### src/rtl/sdline_pwr_pkg.sv
package sdline_pwr_pkg;
  localparam logic [1:0] CODE_OFF   = 2'b00;
  localparam logic [1:0] CODE_RSV   = 2'b01;
  localparam logic [1:0] CODE_CYCLE = 2'b10;
  localparam logic [1:0] CODE_ON    = 2'b11;

  // Line state; LS_FLOAT and LS_HIGH both read back as CODE_OFF.
  typedef enum logic [1:0] {
    LS_FLOAT = 2'd0,
    LS_HIGH  = 2'd1,
    LS_LOW   = 2'd2,
    LS_ON    = 2'd3
  } line_state_e;
endpackage

### src/rtl/sdline_mode_reg.sv
module sdline_mode_reg
  import sdline_pwr_pkg::*;
(
  input  logic        clk,
  input  logic        rst_n,
  input  logic        wr_en,
  input  logic [1:0]  wr_data,
  output line_state_e state,
  output logic [1:0]  mode_rd
);
  line_state_e state_q, state_d;

  always_comb begin
    state_d = state_q;
    if (wr_en && (state_q != LS_ON)) begin
      case (wr_data)
        CODE_OFF:   state_d = LS_HIGH;
        CODE_CYCLE: state_d = LS_LOW;
        CODE_ON:    state_d = LS_ON;
        default:    state_d = state_q;
      endcase
    end
  end

  always_ff @(posedge clk or negedge rst_n) begin
    if (!rst_n) state_q <= LS_FLOAT;
    else        state_q <= state_d;
  end

  always_comb begin
    case (state_q)
      LS_LOW:  mode_rd = CODE_CYCLE;
      LS_ON:   mode_rd = CODE_ON;
      default: mode_rd = CODE_OFF;
    endcase
  end

  assign state = state_q;
endmodule

### src/rtl/sdline_init_counter.sv
module sdline_init_counter #(
  parameter int INIT_CYCLES = 74
) (
  input  logic clk,
  input  logic rst_n,
  input  logic run,
  input  logic tick,
  output logic ck_level,
  output logic done
);
  localparam int CW = $clog2(INIT_CYCLES + 1);
  localparam logic [CW-1:0] LIMIT = CW'(INIT_CYCLES);

  logic          ck_q, ck_d;
  logic [CW-1:0] cnt_q, cnt_d;
  logic          ck_en, cnt_en;

  assign done   = (cnt_q == LIMIT);
  assign ck_en  = run && tick;
  assign cnt_en = ck_en && !ck_q && !done;

  always_comb begin
    ck_d  = ck_q;
    cnt_d = cnt_q;
    if (ck_en)  ck_d  = !ck_q;
    if (cnt_en) cnt_d = cnt_q + 1'b1;
  end

  always_ff @(posedge clk or negedge rst_n) begin
    if (!rst_n) begin
      ck_q  <= 1'b0;
      cnt_q <= '0;
    end else begin
      ck_q  <= ck_d;
      cnt_q <= cnt_d;
    end
  end

  assign ck_level = ck_q;
endmodule

### src/rtl/sdline_pin_mux.sv
module sdline_pin_mux
  import sdline_pwr_pkg::*;
#(
  parameter int DATA_W = 8
) (
  input  line_state_e       state,
  input  logic              done,
  input  logic              ck_level,
  input  logic              host_cmd_oe,
  input  logic              host_cmd_o,
  input  logic [DATA_W-1:0] host_dat_oe,
  input  logic [DATA_W-1:0] host_dat_o,
  output logic              cmd_oe,
  output logic              cmd_o,
  output logic [DATA_W-1:0] dat_oe,
  output logic [DATA_W-1:0] dat_o,
  output logic              ck_oe,
  output logic              ck_o
);
  logic fix_oe, fix_val, pass;

  always_comb begin
    fix_oe  = 1'b1;
    fix_val = 1'b1;
    ck_oe   = 1'b1;
    ck_o    = 1'b0;
    case (state)
      LS_FLOAT: begin fix_oe = 1'b0; fix_val = 1'b0; ck_o = 1'b0; end
      LS_HIGH:  begin fix_val = 1'b1; ck_o = 1'b1; end
      LS_LOW:   begin fix_val = 1'b0; ck_o = 1'b0; end
      default:  begin fix_val = 1'b1; ck_o = ck_level; end
    endcase
  end

  assign pass   = (state == LS_ON) && done;
  assign cmd_oe = pass ? host_cmd_oe : fix_oe;
  assign cmd_o  = pass ? host_cmd_o  : fix_val;

  for (genvar i = 0; i < DATA_W; i++) begin : g_dat
    assign dat_oe[i] = pass ? host_dat_oe[i] : fix_oe;
    assign dat_o[i]  = pass ? host_dat_o[i]  : fix_val;
  end
endmodule

### src/rtl/sdline_pwr_ctrl.sv
module sdline_pwr_ctrl
  import sdline_pwr_pkg::*;
#(
  parameter int DATA_W      = 8,
  parameter int INIT_CYCLES = 74
) (
  input  logic              clk,
  input  logic              rst_n,
  input  logic              wr_en,
  input  logic [1:0]        wr_data,
  output logic [1:0]        mode_rd,
  input  logic              ck_tick,
  input  logic              host_cmd_oe,
  input  logic              host_cmd_o,
  input  logic [DATA_W-1:0] host_dat_oe,
  input  logic [DATA_W-1:0] host_dat_o,
  output logic              host_en,
  output logic              init_done,
  output logic              cmd_oe,
  output logic              cmd_o,
  output logic [DATA_W-1:0] dat_oe,
  output logic [DATA_W-1:0] dat_o,
  output logic              ck_oe,
  output logic              ck_o
);
  logic [1:0]  rst_sync_q;
  logic        rst_int_n;
  line_state_e state;
  logic        ck_level, cnt_done;

  // Asynchronous assert, synchronous release.
  always_ff @(posedge clk or negedge rst_n) begin
    if (!rst_n) rst_sync_q <= 2'b00;
    else        rst_sync_q <= {rst_sync_q[0], 1'b1};
  end
  assign rst_int_n = rst_sync_q[1];

  sdline_mode_reg i_mode (
    .clk     (clk),
    .rst_n   (rst_int_n),
    .wr_en   (wr_en),
    .wr_data (wr_data),
    .state   (state),
    .mode_rd (mode_rd)
  );

  sdline_init_counter #(.INIT_CYCLES(INIT_CYCLES)) i_cnt (
    .clk      (clk),
    .rst_n    (rst_int_n),
    .run      (state == LS_ON),
    .tick     (ck_tick),
    .ck_level (ck_level),
    .done     (cnt_done)
  );

  sdline_pin_mux #(.DATA_W(DATA_W)) i_mux (
    .state       (state),
    .done        (cnt_done),
    .ck_level    (ck_level),
    .host_cmd_oe (host_cmd_oe),
    .host_cmd_o  (host_cmd_o),
    .host_dat_oe (host_dat_oe),
    .host_dat_o  (host_dat_o),
    .cmd_oe      (cmd_oe),
    .cmd_o       (cmd_o),
    .dat_oe      (dat_oe),
    .dat_o       (dat_o),
    .ck_oe       (ck_oe),
    .ck_o        (ck_o)
  );

  assign init_done = cnt_done && (state == LS_ON);
  assign host_en   = init_done;
endmodule

### config.mk
export PLATFORM = sky130hd
export DESIGN_NAME = sdline_pwr_ctrl
export DESIGN_NICKNAME = d
export VERILOG_FILES = /design/src/rtl/sdline_pwr_pkg.sv /design/src/rtl/sdline_mode_reg.sv /design/src/rtl/sdline_init_counter.sv /design/src/rtl/sdline_pin_mux.sv /design/src/rtl/sdline_pwr_ctrl.sv
export SDC_FILE = /design/constraint.sdc
export NUM_CORES = 1
export LEC_CHECK = 0
export ABC_AREA = 0
export ABC_CLOCK_PERIOD_IN_PS = 1900
export BUFFER_PORTS_ARGS = -buffer_cell sky130_fd_sc_hd__clkbuf_2
export CORE_MARGIN = 2
export CORE_UTILIZATION = 41
export CTS_CLUSTER_SIZE = 14
export DETAILED_ROUTE_END_ITERATION = 8
export GPL_TIMING_DRIVEN = 0
export PLACE_DENSITY = 0.87
export REMOVE_ABC_BUFFERS = 1
export SYNTH_ARGS = -nofsm -noshare
export SYNTH_HDL_FRONTEND = slang
export SYNTH_HIERARCHICAL = 1
export SYNTH_SLANG_ARGS = --single-unit
export TNS_END_PERCENT = 30
### constraint.sdc
create_clock -name clk -period 1.9 [get_ports clk]
set_input_delay 0.285 -clock clk [delete_from_list [all_inputs] [get_ports clk]]
set_output_delay 0.285 -clock clk [all_outputs]
set_load 0.01 [all_outputs]
==> summary.md <==
| Metric | Value |
|---|---|
| Post-Synth Simple-Gate Area | 0.1447 |
| CP max stage cell | or4b_4 |
| Max incr delay on CP | 0.57 ns |
| Post-route minimum period | 2.139 ns |
| RR Startpoint | i_mode/state[0]$_DFFE_PN0P_ |
| Clock slew at reported path FFs | about 0.060 ns |
| Reg2reg setup slack | 0.27 ns |
| N_diodes | 0 |
| DIE AREA | 2239 sq um |
| First-pass GRT wire length | 2684 microns |
| Fmax | 0.4674 GHz |
| Fin crit share | 1.126 |
| IO Count | 48 |
| Port-buffer cells | 46 |
| Most common cell after layout, fill and taps aside | clkbuf_2 |
| Vias in the first global route | 615 |
| Detailed placement HPWL | 1416 microns |
| Seq/Total Area, Yosys | 0.3902 |
| Nets | between 150 and 200 |
| TritonCTS Buffers | 3 |
| Yosys cell types | 29 |
| Initial antenna violation count | 0 |
| Clk sink count | 12 |
| Setup ws final | -0.2395 ns |
| Endpoints failing hold | 0 |
| Via density | 4.682 |
| Crit-path max FO | 9 |
| Top post-synthesis cells by area | dfrtp_1 (39%), o21a_1 (18%), xnor2_1 (8.0%) |
| Post-synthesis average cell area | roughly 9.7 sq um |
| Area leader, netlist | dfrtp_1 |
| Crit Path Class | register to output pin |
| Synth Area in Compound Gates | 0.2488 |
| Critical Path AT | 1.85 ns |
| FILL cells | 152 |
| Delay-heaviest family, CP | simple AND/OR/NAND/NOR gates |
| Multiplexer area fraction after synthesis | 0.01301 |
| Leakage power | 0.5354 nW |
| Area delta synth->final | 38.86% |
| Setup-failing EPs final | 20 |
| Pwr Total | a little over 0.001 W |
| Num rows | 15 |
| Routed len/inst | roughly 12 microns |
| Util after Layout | 0.6122 |
| Cells after synthesis | between 70 and 80 |
| Max Slew Vio Count | 0 |
| Core ar. | 1745 sq um |
| Max cap viols | 0 |
| Final WL | roughly 1800 microns |
| Critical Path Sink Type | output pin |
| Total grt overflow | 0 |
| GPL Wtd Cong | 0.6663 |
| R2r endpoint | i_cnt/cnt_q[6]$_DFFE_PN0P_ |
| Max VDD drop | 744.8 uV |
| Vias post-DR | 707 |
| HP Class | register to async pin |
| Yosys warnings | 6 |
| Clock tree buffer depth | 2 |
| Worst Setup Start Kind | register |
| Seq cells post-synth | 12 |
| Initial Util | 0.4409 |
| H-tree depth | 1 |
| Iter 0 DRT Violations | 5 |
| Largest net degree at the start of global routing | 18 |
| Crit path cell chain | or4b_4 -> nor2_4 -> nand3_4 -> o21a_1 -> clkbuf_2 |
| Die height | about 47 microns |
| RSZ-0062 raised after global routing | true |
| Synth top area share | 0.3902 |
| Critical Path RT | 1.62 ns |
| Post-synthesis xor/xnor area fraction | 0.07967 |
| Share of cells above drive strength 1 | 0.4683 |
| Main combinational cell family by area after synthesis | compound AO/OA/AOI/OAI gates |
| Pre-CTS setup slack | -0.1659 ns |
| Gr usage total | 0.1718 |
| Drt first pass iters | 3 |
| Violations in the final reports | negative setup slack |
| Most frequent cells in the layout | clkbuf_2 (46), o21a_1 (18), dfrtp_1 (12), xnor2_1 (7), inv_1 (6) |
| R2R cell count | 4 |
| Post-synthesis cell area | 769.5 sq um |
| Crit path buf inv count | 1 |
| Clock tree root buffer cell | clkbuf_4 |
| Outcome | complete, but fails checks |
| Layout Skew | 0.001912 ns |
| Clk Latency, worst-skew pair | 0.26 ns |
| TritonCTS clock tree | built |
| Die width | about 47 microns |
| Adder-cell share of the synthesized area | 0.03252 |
| Antenna Nets Post-Route | 0 |
| P per Cell Area | 942.7 nW/um^2 |
| Residual DRC | 0 |
## stage by stage
step	TNS, ns	instances	instance area [sq um]	hold WS [ns]
after CTS	-4.725	151	1069	0.1741
after detailed placement	-2.445	144	991.0	0.07341
after global routing	-5.920	151	1069	0.2036
after global placement	-1.829	144	991.0	0.06954
after floorplan	0	73	729.5	-0.01059
final	-3.975	151	1069	0.1637
## sequential cells by signal, indices dropped and copies added, names as in the netlist
register and cells:
i_cnt/cnt_q 7, i_mode/state 2, rst_sync_q 2, i_cnt/ck_level 1
## routing by layer
layer,wire (microns),up-vias,track usage
met5,0,-,0
met4,15,0,0.04444
met3,51,2,0.05769
met2,1039,11,0.2784
met1,717,331,0.2196
li1,-,363,-
## cell usage after synthesis
cell,count
o21a_1,18
dfrtp_1,12
xnor2_1,7
inv_1,6
nand2_1,5
and3_1,3
buf_2,2
buf_4,2
conb_1,2
ha_1,2
nand4_1,2
a21boi_0,1
a22o_1,1
a32oi_1,1
and2_1,1
and2_2,1
and3b_1,1
buf_6,1
clkbuf_1,1
mux2i_1,1
nand3_1,1
nand3_2,1
nor2_1,1
o211ai_2,1
o21ai_0,1
o21ai_1,1
o21ai_2,1
or2_1,1
or4b_4,1
## final cells by class
| class | count | area, sq um | share of cell area |
|---|---|---|---|
| Multi-Input combinational cell | 55 | 429.2 | 0.4016 |
| Sequential cell | 12 | 300.3 | 0.2810 |
| Timing Repair Buffer | 50 | 262.8 | 0.2459 |
| Tap cell | 25 | 31.28 | 0.02927 |
| Clock buffer | 3 | 22.52 | 0.02108 |
| Inverter | 6 | 22.52 | 0.02108 |
## power breakdown
group | internal [W] | switching, W | total (W)
logic | 0.000232 | 0.000202 | 0.000434
clock network | 0.0000731 | 0.0000708 | 0.000144
registers | 0.000334 | 0.0000955 | 0.000429
total | 0.000639 | 0.000368 | 0.00101
## kinds of logic after synthesis
| logic type | after synthesis |
|---|---|
| fa+ha+maj | 2 |
| xor+xnor | 7 |
| flops | 12 |
| simple gates | 18 |
| buf+inv | 12 |
| compound gates | 25 |
| mux | 1 |
| other cells | 2 |
## worst max path at each step
stage	endpoint	start	depth (start not counted)	slack [ns]
global route	dat_oe[0]	i_cnt/cnt_q[5]$_DFFE_PN0P_	5	-0.34
CTS	dat_oe[0]	i_cnt/cnt_q[5]$_DFFE_PN0P_	5	-0.27
global placement	dat_o[4]	i_cnt/cnt_q[4]$_DFFE_PN0P_	5	-0.12
detailed placement	dat_o[4]	i_cnt/cnt_q[4]$_DFFE_PN0P_	5	-0.17
finish	dat_oe[0]	i_cnt/cnt_q[5]$_DFFE_PN0P_	5	-0.24
floorplan	cmd_o	i_cnt/cnt_q[4]$_DFFE_PN0P_	4	0.07
## what timing repair did
action | 4_1_cts | 5_1_grt
endpoints found under the hold margin | 2 | 0
buffers inserted | 3 | 0
endpoints found under the setup margin | 20 | 20
pin swaps | 2 | 1
gates resized for setup | 5 | 0
hold buffers | 1 | 0
(Power assumes the default switching activity.)
